$ cat config.mk
export PLATFORM = sky130hd
export DESIGN_NAME = e1stat_status_gen
export DESIGN_NICKNAME = d
export VERILOG_FILES = /design/src/rtl/e1stat_pkg.sv /design/src/rtl/e1stat_sec_timer.sv /design/src/rtl/e1stat_flag_bank.sv /design/src/rtl/e1stat_status_gen.sv
export SDC_FILE = /design/constraint.sdc
export NUM_CORES = 1
export LEC_CHECK = 0
export ABC_CLOCK_PERIOD_IN_PS = 6150
export BUFFER_PORTS_ARGS = -buffer_cell sky130_fd_sc_hd__buf_4
export CAP_MARGIN = 0
export CORE_UTILIZATION = 40
export CTS_CLUSTER_DIAMETER = 150
export CTS_CLUSTER_SIZE = 30
export DETAILED_ROUTE_END_ITERATION = 10
export PLACE_DENSITY = 0.68
export SLEW_MARGIN = 10
export SYNTH_ARGS = -nofsm -noshare
export SYNTH_HDL_FRONTEND = slang
export SYNTH_HIERARCHICAL = 1
export SYNTH_SLANG_ARGS = --single-unit
$ cat constraint.sdc
create_clock -name clk -period 6.15 [get_ports clk]
set_clock_uncertainty 0.05 [all_clocks]
set_input_delay 1.23 -clock clk [delete_from_list [all_inputs] [get_ports clk]]
set_output_delay 1.23 -clock clk [all_outputs]
set_load 0.05 [all_outputs]
$ cat src/rtl/e1stat_pkg.sv
package e1stat_pkg;

    localparam int NUM_FLAGS = 5;
    localparam int FLAG_LSB  = 3;   // flags occupy status bits 7..3

    // index into the flag vector; index + FLAG_LSB = status bit
    typedef enum int {
        F_TXAF = 0,
        F_TXMF = 1,
        F_TICK = 2,
        F_RXAF = 3,
        F_RXMF = 4
    } flag_idx_e;

    typedef logic [NUM_FLAGS-1:0] flag_vec_t;

endpackage

$ cat src/rtl/e1stat_sec_timer.sv
module e1stat_sec_timer #(
    parameter int CYC_NORM = 2048000,
    parameter int CYC_FAST = 128000
) (
    input  logic clk,
    input  logic rst_n,
    input  logic fast_mode,
    output logic tick
);
    localparam int CW = $clog2(CYC_NORM + 1);

    typedef struct packed {
        logic [CW-1:0] cnt;
    } tmr_state_t;

    tmr_state_t st_d, st_q;
    logic [CW-1:0] last_cnt;

    always_comb begin
        st_d     = st_q;
        last_cnt = fast_mode ? CW'(CYC_FAST - 1) : CW'(CYC_NORM - 1);
        tick     = 1'b0;
        if (st_q.cnt >= last_cnt) begin
            tick       = 1'b1;
            st_d.cnt   = '0;
        end else begin
            st_d.cnt   = st_q.cnt + 1'b1;
        end
    end

    always_ff @(posedge clk) begin
        if (!rst_n) st_q <= '0;
        else        st_q <= st_d;
    end

    // count never leaves the normal-mode period
    a_r5_cnt_range: assert property (@(posedge clk) disable iff (!rst_n)
        st_q.cnt < CW'(CYC_NORM));

    // after a fast-mode cycle the count sits inside the fast period
    a_r6_fast_range: assert property (@(posedge clk) disable iff (!rst_n)
        (fast_mode && $past(fast_mode)) |-> (st_q.cnt < CW'(CYC_FAST)));

endmodule

$ cat src/rtl/e1stat_flag_bank.sv
module e1stat_flag_bank
    import e1stat_pkg::*;
(
    input  logic      clk,
    input  logic      rst_n,
    input  flag_vec_t set_i,
    input  logic      clr_i,
    output flag_vec_t flags_o
);
    typedef struct packed {
        flag_vec_t flags;
    } bank_state_t;

    bank_state_t st_d, st_q;

    always_comb begin
        st_d = st_q;
        for (int i = 0; i < NUM_FLAGS; i++) begin
            // a new event takes priority over the read clear
            st_d.flags[i] = set_i[i] | (st_q.flags[i] & ~clr_i);
        end
    end

    always_ff @(posedge clk) begin
        if (!rst_n) st_q <= '0;
        else        st_q <= st_d;
    end

    assign flags_o = st_q.flags;

    a_r7_hold: assert property (@(posedge clk) disable iff (!rst_n)
        !clr_i |=> ((flags_o & $past(flags_o)) == $past(flags_o)));

    a_r8_clear: assert property (@(posedge clk) disable iff (!rst_n)
        (clr_i && (set_i == '0)) |=> (flags_o == '0));

    a_r9_event_wins: assert property (@(posedge clk) disable iff (!rst_n)
        (set_i != '0) |=> ((flags_o & $past(set_i)) == $past(set_i)));

endmodule

$ cat src/rtl/e1stat_status_gen.sv
module e1stat_status_gen
    import e1stat_pkg::*;
#(
    parameter int CYC_PER_SEC = 2048000,
    parameter int FAST_DIV    = 16
) (
    input  logic       clk,
    input  logic       rst_n,
    input  logic       rx_mf_stb,
    input  logic       rx_af_stb,
    input  logic       tx_mf_stb,
    input  logic       tx_af_stb,
    input  logic       fast_mode,
    input  logic       rd_stb,
    input  logic [7:0] irq_mask,
    output logic [7:0] status_o,
    output logic       irq_o
);
    localparam int CYC_FAST = CYC_PER_SEC / FAST_DIV;

    logic      tmr_tick;
    flag_vec_t events;
    flag_vec_t flags;

    e1stat_sec_timer #(
        .CYC_NORM (CYC_PER_SEC),
        .CYC_FAST (CYC_FAST)
    ) u_tmr (
        .clk       (clk),
        .rst_n     (rst_n),
        .fast_mode (fast_mode),
        .tick      (tmr_tick)
    );

    always_comb begin
        events         = '0;
        events[F_RXMF] = rx_mf_stb;
        events[F_RXAF] = rx_af_stb;
        events[F_TICK] = tmr_tick;
        events[F_TXMF] = tx_mf_stb;
        events[F_TXAF] = tx_af_stb;
    end

    e1stat_flag_bank u_bank (
        .clk     (clk),
        .rst_n   (rst_n),
        .set_i   (events),
        .clr_i   (rd_stb),
        .flags_o (flags)
    );

    assign status_o = {flags, {FLAG_LSB{1'b0}}};
    assign irq_o    = |(status_o & irq_mask);

    a_r1_rxmf_set: assert property (@(posedge clk) disable iff (!rst_n)
        rx_mf_stb |=> status_o[7]);
    a_r2_rxaf_set: assert property (@(posedge clk) disable iff (!rst_n)
        rx_af_stb |=> status_o[6]);
    a_r3_txmf_set: assert property (@(posedge clk) disable iff (!rst_n)
        tx_mf_stb |=> status_o[4]);
    a_r4_txaf_set: assert property (@(posedge clk) disable iff (!rst_n)
        tx_af_stb |=> status_o[3]);
    a_r11_irq_needs_flag: assert property (@(posedge clk) disable iff (!rst_n)
        irq_o |-> (status_o != 8'h00));

endmodule

* Yosys cells after proc, flatten, opt, wreduce, memory -nomap -nowiden *
Cells that the tools add are included.

operators by class
  $add $sub $neg = 1
  $mul = 0
  divide/modulo/power cells = 0
  magnitude comparators = 1
  eq/ne operators = 0
  shifts and indexed selects = 0
  mux-type cells = 2
  bitwise gates (word level) = 13
  reductions and logical operators = 2

operators with widths
  cell                     number
  $add A21 B1 Y21 const B  1
  $ge A21 B21 Y1           1
  $mux W21                 1
  $and A8 B8 Y8            1
  $reduce_or A8 Y1         1
  $and A1 B1 Y1            5
  $or A1 B1 Y1             5
  $not A1 Y1               2
  $reduce_or A2 Y1         1
  $mux W1                  1

storage, ports and cells
  register bits after elaboration = 26
  latch bits = 0
  memory bits (writable) = 0
  ROM bits = 0
  input port bits = 16
  output and inout bits = 9
  logic and storage cells = 21
  memories = 0

* Logic depth before layout (Yosys ltp) *
  depth in word-level cells = 4
  gate-level depth with buffers = 7
  mapped depth without buffers = 7

* By module *
Netlist, hierarchy kept.

by module, submodules not included
  module             instances  cells an instance  area an instance (µm²)  sequential area each (µm²)
  e1stat_sec_timer   1          130                1161.1                  420.4
  e1stat_flag_bank   1          15                 168.9                   100.1
  e1stat_status_gen  1          7                  47.5                    0.0

* Worst setup path after synthesis *
OpenSTA, ideal clock, no wires.

  kind = in2out
  start = in irq_mask[3]
  end = out irq_o
  arrival = 1855 ps
  data required time = 4870 ps
  path slack = 3015 ps
  cell stages on the path = 2
  buffers on the path = 0
  cells stage by stage = a222oi_1 nand2_1

on the way
  longest elaborated chain between the ends = 2

ends and longest elaborated chain
  element           line                     text
  start, declared   e1stat_status_gen.sv:15  input logic [7:0] irq_mask,
  $and A8 B8 Y8     e1stat_status_gen.sv:53  assign irq_o = |(status_o & irq_mask);
  $reduce_or A8 Y1  e1stat_status_gen.sv:53
  end, declared     e1stat_status_gen.sv:17  output logic irq_o

No other way between the ends.

* Worst setup path after layout *
Same ends and word-level chain as after synthesis.

==> results.txt <==
status = complete, no violations
Seq pwr share = 0.533
H-tree depth = 1
GRT Residual Overflow = 0
min-delay worst type = reg -> reg
CP Class = in -> out
fillers = 311
CP Launch Type = input port
Leak = 0.5979 nW
Max Freq = 311.2 MHz
synthesized area = 0.001378 sq mm
PD cells = 204.8 mW/mm^2
DRT Wirelength = 2770 microns
Final Wtd Congestion = 0.7619
CP cell instances = buf_4 -> a222oi_1 -> nand2_1 -> buf_4
critical path required time = 4870 ps
# IOs = 25
Iter 0 DRT Violations = 18
Worst slew margin = 0.5456
Post-CTS Resized = 0
number of cells after detailed placement = 208
Die Span X = 60.69 microns
clk_lat worst skew = 330 ps
Reg area = 520.5 sq um
via count = 1173
Max clock buf depth = 2
Comb pwr share = 0.112
Core ar. = 0.003153 sq mm
fin nets = 194
post-route ant nets = 0
die area = 0.003683 sq mm
Final Cycle Share = 0.5225
sw frac = 0.2311
Post-CTS Setup Inserts = 0
crit-path max cell delay = 310 ps
vias in the first global route = 1127
Buf/Inv on CP = 2
FF-to-FF path depth = 6
Detailed Routing Iterations Pass 1 = 4
Multi-input gate area = 809.5 sq um
Layout Utilization = 0.5071
Worst Setup End Kind = output port
main flop type after synthesis = dfxtp_1
Tot GR Track Use = 0.1716
Min Clock Period, post-route = 3214 ps
Unique masters post-synth = 38
clock network power share = 0.355
Post-Syn Area per Cell = 9.063 sq um
cell mode on critical path = buf_4
slew of the pin with the lowest slew margin = 674.3 ps
PortBufs = 18
Final TNS setup = 0 ps
Post-Place Worst Slack = 2797 ps
sequential-to-total area share from yosys stat = 0.3778
Via density = 5.533
TritonCTS buffer count = 3
CP max stage cell = a222oi_1
initial antenna violation count = 0
DP HPWL = 2061 microns
MaxCap Viol Count = 0
CTS tree = yes
Num Clock Sinks = 26
Max VDD drop = 0.0001454 V
share of cells above drive strength 1 = 0.2083
starting density of the core = 0.4369
Die Ht = 60.69 microns
async set or reset register ratio after synthesis = 0
Finished Layout Cells = 212
WP data arrival = 1930 ps
CTS root buf = clkbuf_4
cell family with most CP delay = buffers and inverters
# DRC = 0
Placement Rows = 20
Sw Pwr = 0.07569 mW
Synth warnings = 6
Final Max Tran Viols = 0
CP Max Fanout = 1
hold path cells = 1
n_diodes = 0
number of synthesized flops with an enable pin = 0
Final Hold Fails = 0
hold slack = 419.4 ps
clock slew at reported path FFs = 130 ps
synthesized instance count = 152
final setup fails = 0
Layout Area Growth over Synthesis = 16.08%
largest net degree at the start of global routing = 22
cts hold-fix bufs = 0
fin worst setup slack = 2936 ps
Seq cells post-synth = 26
first-pass GRT wire length = 4788 microns
DR WL/cell = 13.07 microns
Crit path depth = 4
unrepaired setup endpoints after global routing = false
Int Pwr = 0.2518 mW
per-layer routing:
metal  track usage  wire length (microns)  vias to the layer above
met1        0.2187                   1262                      561
met5             0                      0                        -
li1              -                      -                      595
met4       0.08117                     29                        0
met2        0.2904                   1425                       13
met3       0.01919                     54                        4
cell usage in the layout (no fill, tap or decap), types with 3 or more instances in the layout:
master	n
nor2b_1	5
xnor2_1	4
buf_4	20
nand3_1	7
or2_2	3
nor3_1	15
ha_1	9
conb_1	3
nand4_1	6
clkbuf_4	3
or3_1	3
dfxtp_1	26
a21oi_1	3
nand2_1	8
inv_1	3
o21ai_0	5
xor2_1	8
and3_1	3
a211oi_1	6
o21a_1	5
synth_stat cells (3+ instances only):
| cell | instances | area share |
|---|---|---|
| clkbuf_1 | 5 | 0.014 |
| a21oi_1 | 3 | 0.011 |
| nor2b_1 | 5 | 0.023 |
| ha_1 | 9 | 0.082 |
| buf_4 | 3 | 0.016 |
| dfxtp_1 | 26 | 0.38 |
| o21a_1 | 5 | 0.027 |
| nor3_1 | 15 | 0.054 |
| nand2_1 | 8 | 0.022 |
| xnor2_1 | 4 | 0.025 |
| and3_1 | 3 | 0.014 |
| a211oi_1 | 6 | 0.033 |
| inv_1 | 3 | 0.0082 |
| o21ai_0 | 5 | 0.018 |
| nand4_1 | 6 | 0.027 |
| xor2_1 | 8 | 0.051 |
| nand3_1 | 7 | 0.025 |
| or3_1 | 3 | 0.014 |
| or2_2 | 3 | 0.014 |
worst register-to-register path, cell delays in order, from the launching register on:
cell     delay, ps
dfxtp_1        360
ha_1           290
nand2_1         60
or2_2          330
o41ai_2        690
buf_4          340
nor3_1          80
layout make-up:
class / instances / area share
clock inverter: 1 / 0.01878
clock buffer: 3 / 0.01408
tap: 44 / 0.03443
multi-input combinational: 115 / 0.5063
sequential: 26 / 0.3255
inverter: 3 / 0.007042
timing repair buffer: 20 / 0.09390
final timing paths:
kind / endpoint / slack (ps) / startpoint
max: irq_o / 2940 / irq_mask[3]
min reg2reg: u_tmr/st_q[0] / 420 / u_tmr/st_q[0]
min: u_tmr/st_q[0] / 420 / u_tmr/st_q[0]
max reg2reg: u_tmr/st_q[2] / 3850 / u_tmr/st_q[20]
registers in the layout, summed over array words and instances (netlist names):
signal and count:
u_bank/flags_o 5, u_tmr/st_q 21
cell families (layout without fill, tap and decap cells):
family,Yosys count,count (layout),share of synthesized area
buffers and inverters,13,27,0.04541
AND/OR/NAND/NOR,63,63,0.2698
flip-flops,26,26,0.3778
other,1,3,0.002722
XOR/XNOR,12,12,0.07629
AO/OA/AOI/OAI,28,28,0.1462
adder cells (fa/ha/maj),9,9,0.08175
stage by stage:
step                cell area [sq um]  power [mW]
global placement                 1546      0.2142
floorplan                        1385      0.2024
global route                     1599      0.3410
finish                           1599      0.3275
detailed placement               1546      0.2155
CTS                              1599      0.3322
power by group through the flow:
stage               clock network [mW]  registers [mW]  logic [mW]
finish                           0.116           0.175      0.0368
global route                     0.126           0.175      0.0403
CTS                              0.120           0.175      0.0372
detailed placement                   0           0.178      0.0372
global placement                     0           0.178      0.0361
floorplan                            0           0.184      0.0187
Note: power is estimated with default switching activity, not from simulation.
